$ cat src/rtl/rmii_rx_pkg.sv
package rmii_rx_pkg;
    localparam int DIBIT_W = 2;
    localparam int NIB_W   = 2 * DIBIT_W;

    typedef enum logic [1:0] {
        PH_IDLE   = 2'd0,
        PH_GAP    = 2'd1,
        PH_FIRST  = 2'd2,
        PH_SECOND = 2'd3
    } rx_phase_e;

    typedef struct packed {
        rx_phase_e          ph;
        logic [DIBIT_W-1:0] rxd;
        logic [DIBIT_W-1:0] hi;
        logic               crs;
    } seq_regs_t;
endpackage

$ cat src/rtl/rx_carrier_sync.sv
module rx_carrier_sync #(
    parameter int STAGES = 2
) (
    input  logic clk,
    input  logic rst_n,
    input  logic async_i,
    output logic sync_o
);
    logic [STAGES-1:0] chain_q;
    logic [STAGES-1:0] chain_d;

    generate
        for (genvar g = 0; g < STAGES; g++) begin : g_stage
            if (g == 0) begin : g_head
                assign chain_d[g] = async_i;
            end else begin : g_tail
                assign chain_d[g] = chain_q[g-1];
            end
        end
    endgenerate

    always_ff @(posedge clk) begin
        if (!rst_n) chain_q <= '0;
        else        chain_q <= chain_d;
    end

    assign sync_o = chain_q[STAGES-1];
endmodule

$ cat src/rtl/rx_slot_timer.sv
module rx_slot_timer #(
    parameter int SLOW_DIV = 10
) (
    input  logic clk,
    input  logic rst_n,
    input  logic run_i,
    input  logic speed_100_i,
    output logic slot_end_o
);
    localparam int CNT_W = (SLOW_DIV > 1) ? $clog2(SLOW_DIV) : 1;
    localparam logic [CNT_W-1:0] LAST = CNT_W'(SLOW_DIV - 1);

    logic [CNT_W-1:0] cnt_d, cnt_q;

    always_comb begin
        slot_end_o = speed_100_i || (cnt_q == LAST);
        cnt_d      = cnt_q;
        if (!run_i || slot_end_o) cnt_d = '0;
        else                      cnt_d = cnt_q + 1'b1;
    end

    always_ff @(posedge clk) begin
        if (!rst_n) cnt_q <= '0;
        else        cnt_q <= cnt_d;
    end

    AST_CNT_IN_RANGE: assert property (@(posedge clk) disable iff (!rst_n)
        cnt_q <= LAST);
    AST_CNT_IDLE_ZERO: assert property (@(posedge clk) disable iff (!rst_n)
        !$past(run_i) |-> cnt_q == '0);
endmodule

$ cat src/rtl/rx_dibit_sequencer.sv
module rx_dibit_sequencer
    import rmii_rx_pkg::*;
(
    input  logic               clk,
    input  logic               rst_n,
    input  logic               car_s_i,
    input  logic               slot_end_i,
    input  logic               nib_valid_i,
    input  logic [NIB_W-1:0]   nib_data_i,
    input  logic               buf_empty_i,
    output logic               nib_ready_o,
    output logic               run_o,
    output logic [DIBIT_W-1:0] rxd_o,
    output logic               crs_o
);
    seq_regs_t r_d, r_q;
    logic      boundary;

    always_comb begin
        r_d         = r_q;
        nib_ready_o = 1'b0;
        boundary    = slot_end_i && (r_q.ph == PH_GAP || r_q.ph == PH_SECOND);

        case (r_q.ph)
            PH_IDLE: begin
                r_d.rxd = '0;
                if (car_s_i) begin
                    r_d.ph  = PH_GAP;
                    r_d.crs = 1'b1;
                end
            end
            PH_GAP: begin
                if (car_s_i) r_d.crs = 1'b1;
            end
            PH_FIRST: begin
                if (slot_end_i) begin
                    r_d.ph  = PH_SECOND;
                    r_d.rxd = r_q.hi;
                    r_d.crs = 1'b1;
                end
            end
            default: ;
        endcase

        if (boundary) begin
            if (nib_valid_i) begin
                nib_ready_o = 1'b1;
                r_d.ph      = PH_FIRST;
                r_d.rxd     = nib_data_i[DIBIT_W-1:0];
                r_d.hi      = nib_data_i[NIB_W-1:DIBIT_W];
                r_d.crs     = car_s_i;
            end else if (car_s_i || !buf_empty_i) begin
                r_d.ph  = PH_GAP;
                r_d.rxd = '0;
                r_d.crs = car_s_i;
            end else begin
                r_d.ph  = PH_IDLE;
                r_d.rxd = '0;
                r_d.crs = 1'b0;
            end
        end
    end

    always_ff @(posedge clk) begin
        if (!rst_n) begin
            r_q.ph  <= PH_IDLE;
            r_q.rxd <= '0;
            r_q.hi  <= '0;
            r_q.crs <= 1'b0;
        end else begin
            r_q <= r_d;
        end
    end

    assign run_o = (r_q.ph != PH_IDLE);
    assign rxd_o = r_q.rxd;
    assign crs_o = r_q.crs;

    AST_RISE_FROM_CARRIER: assert property (@(posedge clk) disable iff (!rst_n)
        ($rose(r_q.crs) && r_q.ph != PH_SECOND) |-> $past(car_s_i));
    AST_GAP_ZERO_DATA: assert property (@(posedge clk) disable iff (!rst_n)
        (r_q.ph == PH_GAP) |-> (r_q.rxd == '0));
    AST_FALL_ON_BOUNDARY: assert property (@(posedge clk) disable iff (!rst_n)
        $fell(r_q.crs) |-> ($past(slot_end_i) && $past(r_q.ph == PH_GAP || r_q.ph == PH_SECOND)));
    AST_SECOND_HALF_HIGH: assert property (@(posedge clk) disable iff (!rst_n)
        (r_q.ph == PH_SECOND) |-> r_q.crs);
    AST_READY_NEEDS_VALID: assert property (@(posedge clk) disable iff (!rst_n)
        nib_ready_o |-> (nib_valid_i && slot_end_i));
    AST_IDLE_QUIET: assert property (@(posedge clk) disable iff (!rst_n)
        (r_q.ph == PH_IDLE) |-> (!r_q.crs && r_q.rxd == '0));
endmodule

$ cat src/rtl/rmii_rx_crsdv.sv
module rmii_rx_crsdv
    import rmii_rx_pkg::*;
#(
    parameter int SLOW_DIV    = 10,
    parameter int SYNC_STAGES = 2
) (
    input  logic             clk,
    input  logic             rst_n,
    input  logic             speed_100_i,
    input  logic             carrier_i,
    input  logic             nib_valid_i,
    input  logic [NIB_W-1:0] nib_data_i,
    input  logic             buf_empty_i,
    output logic             nib_ready_o,
    output logic [DIBIT_W-1:0] rxd_o,
    output logic             crs_dv_o
);
    logic car_s;
    logic slot_end;
    logic run;

    rx_carrier_sync #(.STAGES(SYNC_STAGES)) u_sync (
        .clk     (clk),
        .rst_n   (rst_n),
        .async_i (carrier_i),
        .sync_o  (car_s)
    );

    rx_slot_timer #(.SLOW_DIV(SLOW_DIV)) u_timer (
        .clk         (clk),
        .rst_n       (rst_n),
        .run_i       (run),
        .speed_100_i (speed_100_i),
        .slot_end_o  (slot_end)
    );

    rx_dibit_sequencer u_seq (
        .clk         (clk),
        .rst_n       (rst_n),
        .car_s_i     (car_s),
        .slot_end_i  (slot_end),
        .nib_valid_i (nib_valid_i),
        .nib_data_i  (nib_data_i),
        .buf_empty_i (buf_empty_i),
        .nib_ready_o (nib_ready_o),
        .run_o       (run),
        .rxd_o       (rxd_o),
        .crs_o       (crs_dv_o)
    );
endmodule

$ cat config.mk
export PLATFORM = sky130hd
export DESIGN_NAME = rmii_rx_crsdv
export DESIGN_NICKNAME = d
export VERILOG_FILES = /design/src/rtl/rmii_rx_pkg.sv /design/src/rtl/rx_carrier_sync.sv /design/src/rtl/rx_slot_timer.sv /design/src/rtl/rx_dibit_sequencer.sv /design/src/rtl/rmii_rx_crsdv.sv
export SDC_FILE = /design/constraint.sdc
export NUM_CORES = 1
export LEC_CHECK = 0
export ABC_AREA = 1
export ABC_CLOCK_PERIOD_IN_PS = 1330
export BUFFER_PORTS_ARGS = -buffer_cell sky130_fd_sc_hd__buf_2
export CELL_PAD_IN_SITES_DETAIL_PLACEMENT = 1
export CELL_PAD_IN_SITES_GLOBAL_PLACEMENT = 2
export CORE_MARGIN = 4
export CORE_UTILIZATION = 29
export CTS_BUF_LIST = sky130_fd_sc_hd__clkbuf_4 sky130_fd_sc_hd__clkbuf_8 sky130_fd_sc_hd__clkbuf_16
export DETAILED_ROUTE_END_ITERATION = 8
export GPL_ROUTABILITY_DRIVEN = 0
export PLACE_DENSITY_LB_ADDON = 0.3
export SKIP_LAST_GASP = 1
export SYNTH_ARGS = -nofsm -noshare
export SYNTH_HDL_FRONTEND = slang
export SYNTH_SLANG_ARGS = --single-unit
$ cat constraint.sdc
create_clock -name clk -period 1.33 [get_ports clk]
set_input_delay 0.266 -clock clk [delete_from_list [all_inputs] [get_ports clk]]
set_output_delay 0.266 -clock clk [all_outputs]
set_load 0.02 [all_outputs]
==> results.sh <==
export IMPL_p_per_area_nw_per_um2=1130
export IMPL_max_freq_mhz=701
export IMPL_ys_seq_area_share_pct=39.5
export IMPL_syn_inst=85
export IMPL_start_util_pct=31.9
export IMPL_r2r_slack_ns=-0.03
export IMPL_grt_antenna_before_repair=0
export IMPL_hpwl_mm=1.17
export IMPL_fin_area_um2=860
export IMPL_detail_route_vias_per_cell=4.35
export IMPL_cts_buffer_depth=2
export IMPL_netlist_top_cells_area="dfxtp_1 40%, nand2_1 8.6%, inv_1 8.0%"
export IMPL_diodes=0
export IMPL_die_area_um2=3100
export IMPL_synth_edff_count=0
export IMPL_ys_ff_latch=13
export IMPL_cts_tree="done"
export IMPL_min_from="carrier_i"
export IMPL_syn_area_um2=658
export IMPL_cts_hold_buf=0
export IMPL_period_needed_ns=1.43
export IMPL_clock_sinks=13
export IMPL_cts_buffers=3
export IMPL_critPathMaxFanout=2
export IMPL_ant_nets=0
export IMPL_dp_slack_ns=0.0380
export IMPL_synth_most_common_cell="nand2_1"
export IMPL_grt_pass1_vias=631
export IMPL_routed_wl_mm=1.59
export IMPL_drv_cap=0
export IMPL_r2r_start="u_timer.cnt_q[1]$_SDFF_PP0_"
export IMPL_end_kind="primary output"
export IMPL_crit_arrival_ns=1.16
export IMPL_critPathSlowestCell="dfxtp_2"
export IMPL_worst_r2r_endpoint="u_seq.rxd_o[1]$_SDFFE_PN0P_"
export IMPL_io_pins=14
export IMPL_rsz0062_at_grt="yes"
export IMPL_dieHeight_um=55.6
export IMPL_violations="setup timing"
export IMPL_status="finished with violations"
export IMPL_cp_required_ns=1.06
export IMPL_synth_flop_cell="dfxtp_1"
export IMPL_whs_ns=0.175
export IMPL_area_growth_pct=30.6
export IMPL_synthTopCellsByCount="15 x nand2_1, 14 x inv_1, 13 x dfxtp_1"
export IMPL_cts_root_buffer="clkbuf_4"
export IMPL_hp_class="primary input to flip-flop"
export IMPL_grt_max_degree=11
export IMPL_fill_cells=265
export IMPL_syn_nets=97
export IMPL_dr_pass1_iters=1
export IMPL_start_kind="flip-flop"
export IMPL_worst_clock_skew_ns=0.00287
export IMPL_tightest_slew_ns=0.200
export IMPL_multi_input_area_um2=335
export IMPL_p_leak_nw=0.421
export IMPL_drive_gt1_share_pct=38.3
export IMPL_finalSetupViolCount=3
export IMPL_holdPathEnd="u_sync.chain_q[0]$_SDFF_PN0_"
export IMPL_fin_crit_sh_pct=107
export IMPL_ys_types=23
export IMPL_ir_drop_mv=0.438
export IMPL_yosys_warnings=0
export IMPL_num_vias=583
export IMPL_slew_viol_final=0
export IMPL_overflow=0
export IMPL_port_buffers=13
export IMPL_dpl_cell_area_um2=763
export IMPL_core_area_um2=2060
export IMPL_htreeDepth=1
export IMPL_syn_area_per_cell_um2=7.74
export IMPL_reg2reg_depth=10
export IMPL_min_path_cells=3
export IMPL_grt_usage_pct=11.5
export IMPL_slew_headroom_pct=86.6
export IMPL_startpoint="u_timer.cnt_q[1]$_SDFF_PP0_"
export IMPL_worstSetupPathType="flip-flop to primary output"
export IMPL_drc_errors=0
export IMPL_synth_top_area_share_pct=39.5
export IMPL_slowest_delay_ns=0.33
export IMPL_grt_pass1_wl_mm=2.83
export IMPL_async_flop_share_pct=0
export IMPL_final_seq_area_um2=263
export IMPL_hold_viol=0
export IMPL_path_cells="inv_2, ha_4, nand3_4, nand2_4, nand3_4, inv_2, buf_6"
export IMPL_fp_dieW_um=55.6
export IMPL_clk_latency_ns=0.27
export IMPL_avgRoutedWirePerCell_um=11.9
export IMPL_synth_area_leader_cell="dfxtp_1"
export IMPL_final_nets=120
export IMPL_rows=16
export IMPL_clk_pin_slew_ns=0.08
export IMPL_drtIter0Drc=0
export IMPL_setup_slack_ns=-0.0956
==> kinds of logic after synthesis <==
logic type | Yosys count | synth area share [%]
AND/OR/NAND/NOR | 41 | 33.5
buffers and inverters | 19 | 13.7
flip-flops | 13 | 39.5
AO/OA/AOI/OAI | 8 | 6.85
XOR/XNOR | 2 | 2.66
adder cells (fa/ha/maj) | 2 | 3.80
==> critical path, delay by kind of cell, from the launching register on <==
kind	cells	cell delay, ns
fa+ha+maj	1	0.13
buf+inv	3	0.21
flops	1	0.33
simple gates	3	0.21
==> flip-flops by register name, indices dropped and copies added, names as in the netlist <==
register,count
u_seq.crs_o,1
u_seq.rxd_o,2
u_timer.cnt_q,4
u_seq.r_q,4
u_sync.chain_q,2
==> cell type report <==
cell class	instances	area share [%]
flip-flops and latches	13	30.6
clock buffers	4	3.49
well taps	27	3.93
multi-input cells	53	39.0
inverters	15	6.84
repair buffers	22	16.2
==> routing by layer <==
| layer | up-vias | part of all wire (%) | track usage (%) |
|---|---|---|---|
| met5 | - | 0 | 0 |
| met4 | 0 | 0.50 | 3.13 |
| met3 | 2 | 4.8 | 3.25 |
| met2 | 12 | 45 | 16.7 |
| met1 | 263 | 49 | 16.3 |
| li1 | 306 | - | - |
==> cell usage in the layout (no fill, tap or decap) <==
cell and count:
nand2_1 15, inv_1 12, nor2_1 12, buf_2 12, dfxtp_1 11, buf_4 9
clkbuf_4 4, nand4_1 3, nand3_1 3, nand3_4 2, nand2_4 2, inv_2 2
o21ai_1 2, dfxtp_2 2, nor2_4 1, inv_4 1, nand3b_1 1, xnor2_1 1
nand2_2 1, nand3_2 1, o21ai_0 1, a21oi_1 1, xor2_1 1, o21ai_2 1
a21oi_2 1, o21bai_1 1, a21boi_1 1, ha_4 1, ha_1 1, buf_6 1
==> worst max path at each step <==
stage	endpoint	cells after the start	slack, ns
6_report	nib_ready_o	7	-0.1
4_1_cts	nib_ready_o	7	-0.11
3_3_place_gp	nib_ready_o	7	0.07
2_1_floorplan	nib_ready_o	5	0.07
5_1_grt	nib_ready_o	7	-0.17
3_5_place_dp	nib_ready_o	7	0.04
==> where the power goes <==
part | total [mW] | internal [mW] | leakage, nW | switching, mW
Sequential | 0.443 | 0.422 | 0.107 | 0.0212
Clock | 0.262 | 0.136 | 0.0184 | 0.126
Combinational | 0.265 | 0.109 | 0.296 | 0.156
Total | 0.971 | 0.667 | 0.421 | 0.303
==> through the flow <==
stage	cells	total power [mW]	TNS (ns)	utilization (%)
floorplan	85	0.636	0	-
global placement	126	0.694	0	37.0
detailed placement	126	0.700	0	37.0
CTS	134	0.981	-0.121	41.3
global route	134	1.05	-0.705	41.7
finish	134	0.971	-0.136	41.7
==> repair_timing <==
action | CTS | global route
resized for setup | 9 | 5
endpoints found under the setup margin | 1 | 7
buffers inserted | 4 | 0
pin swaps | 2 | 1
Note: power is estimated with default switching activity, not from simulation.
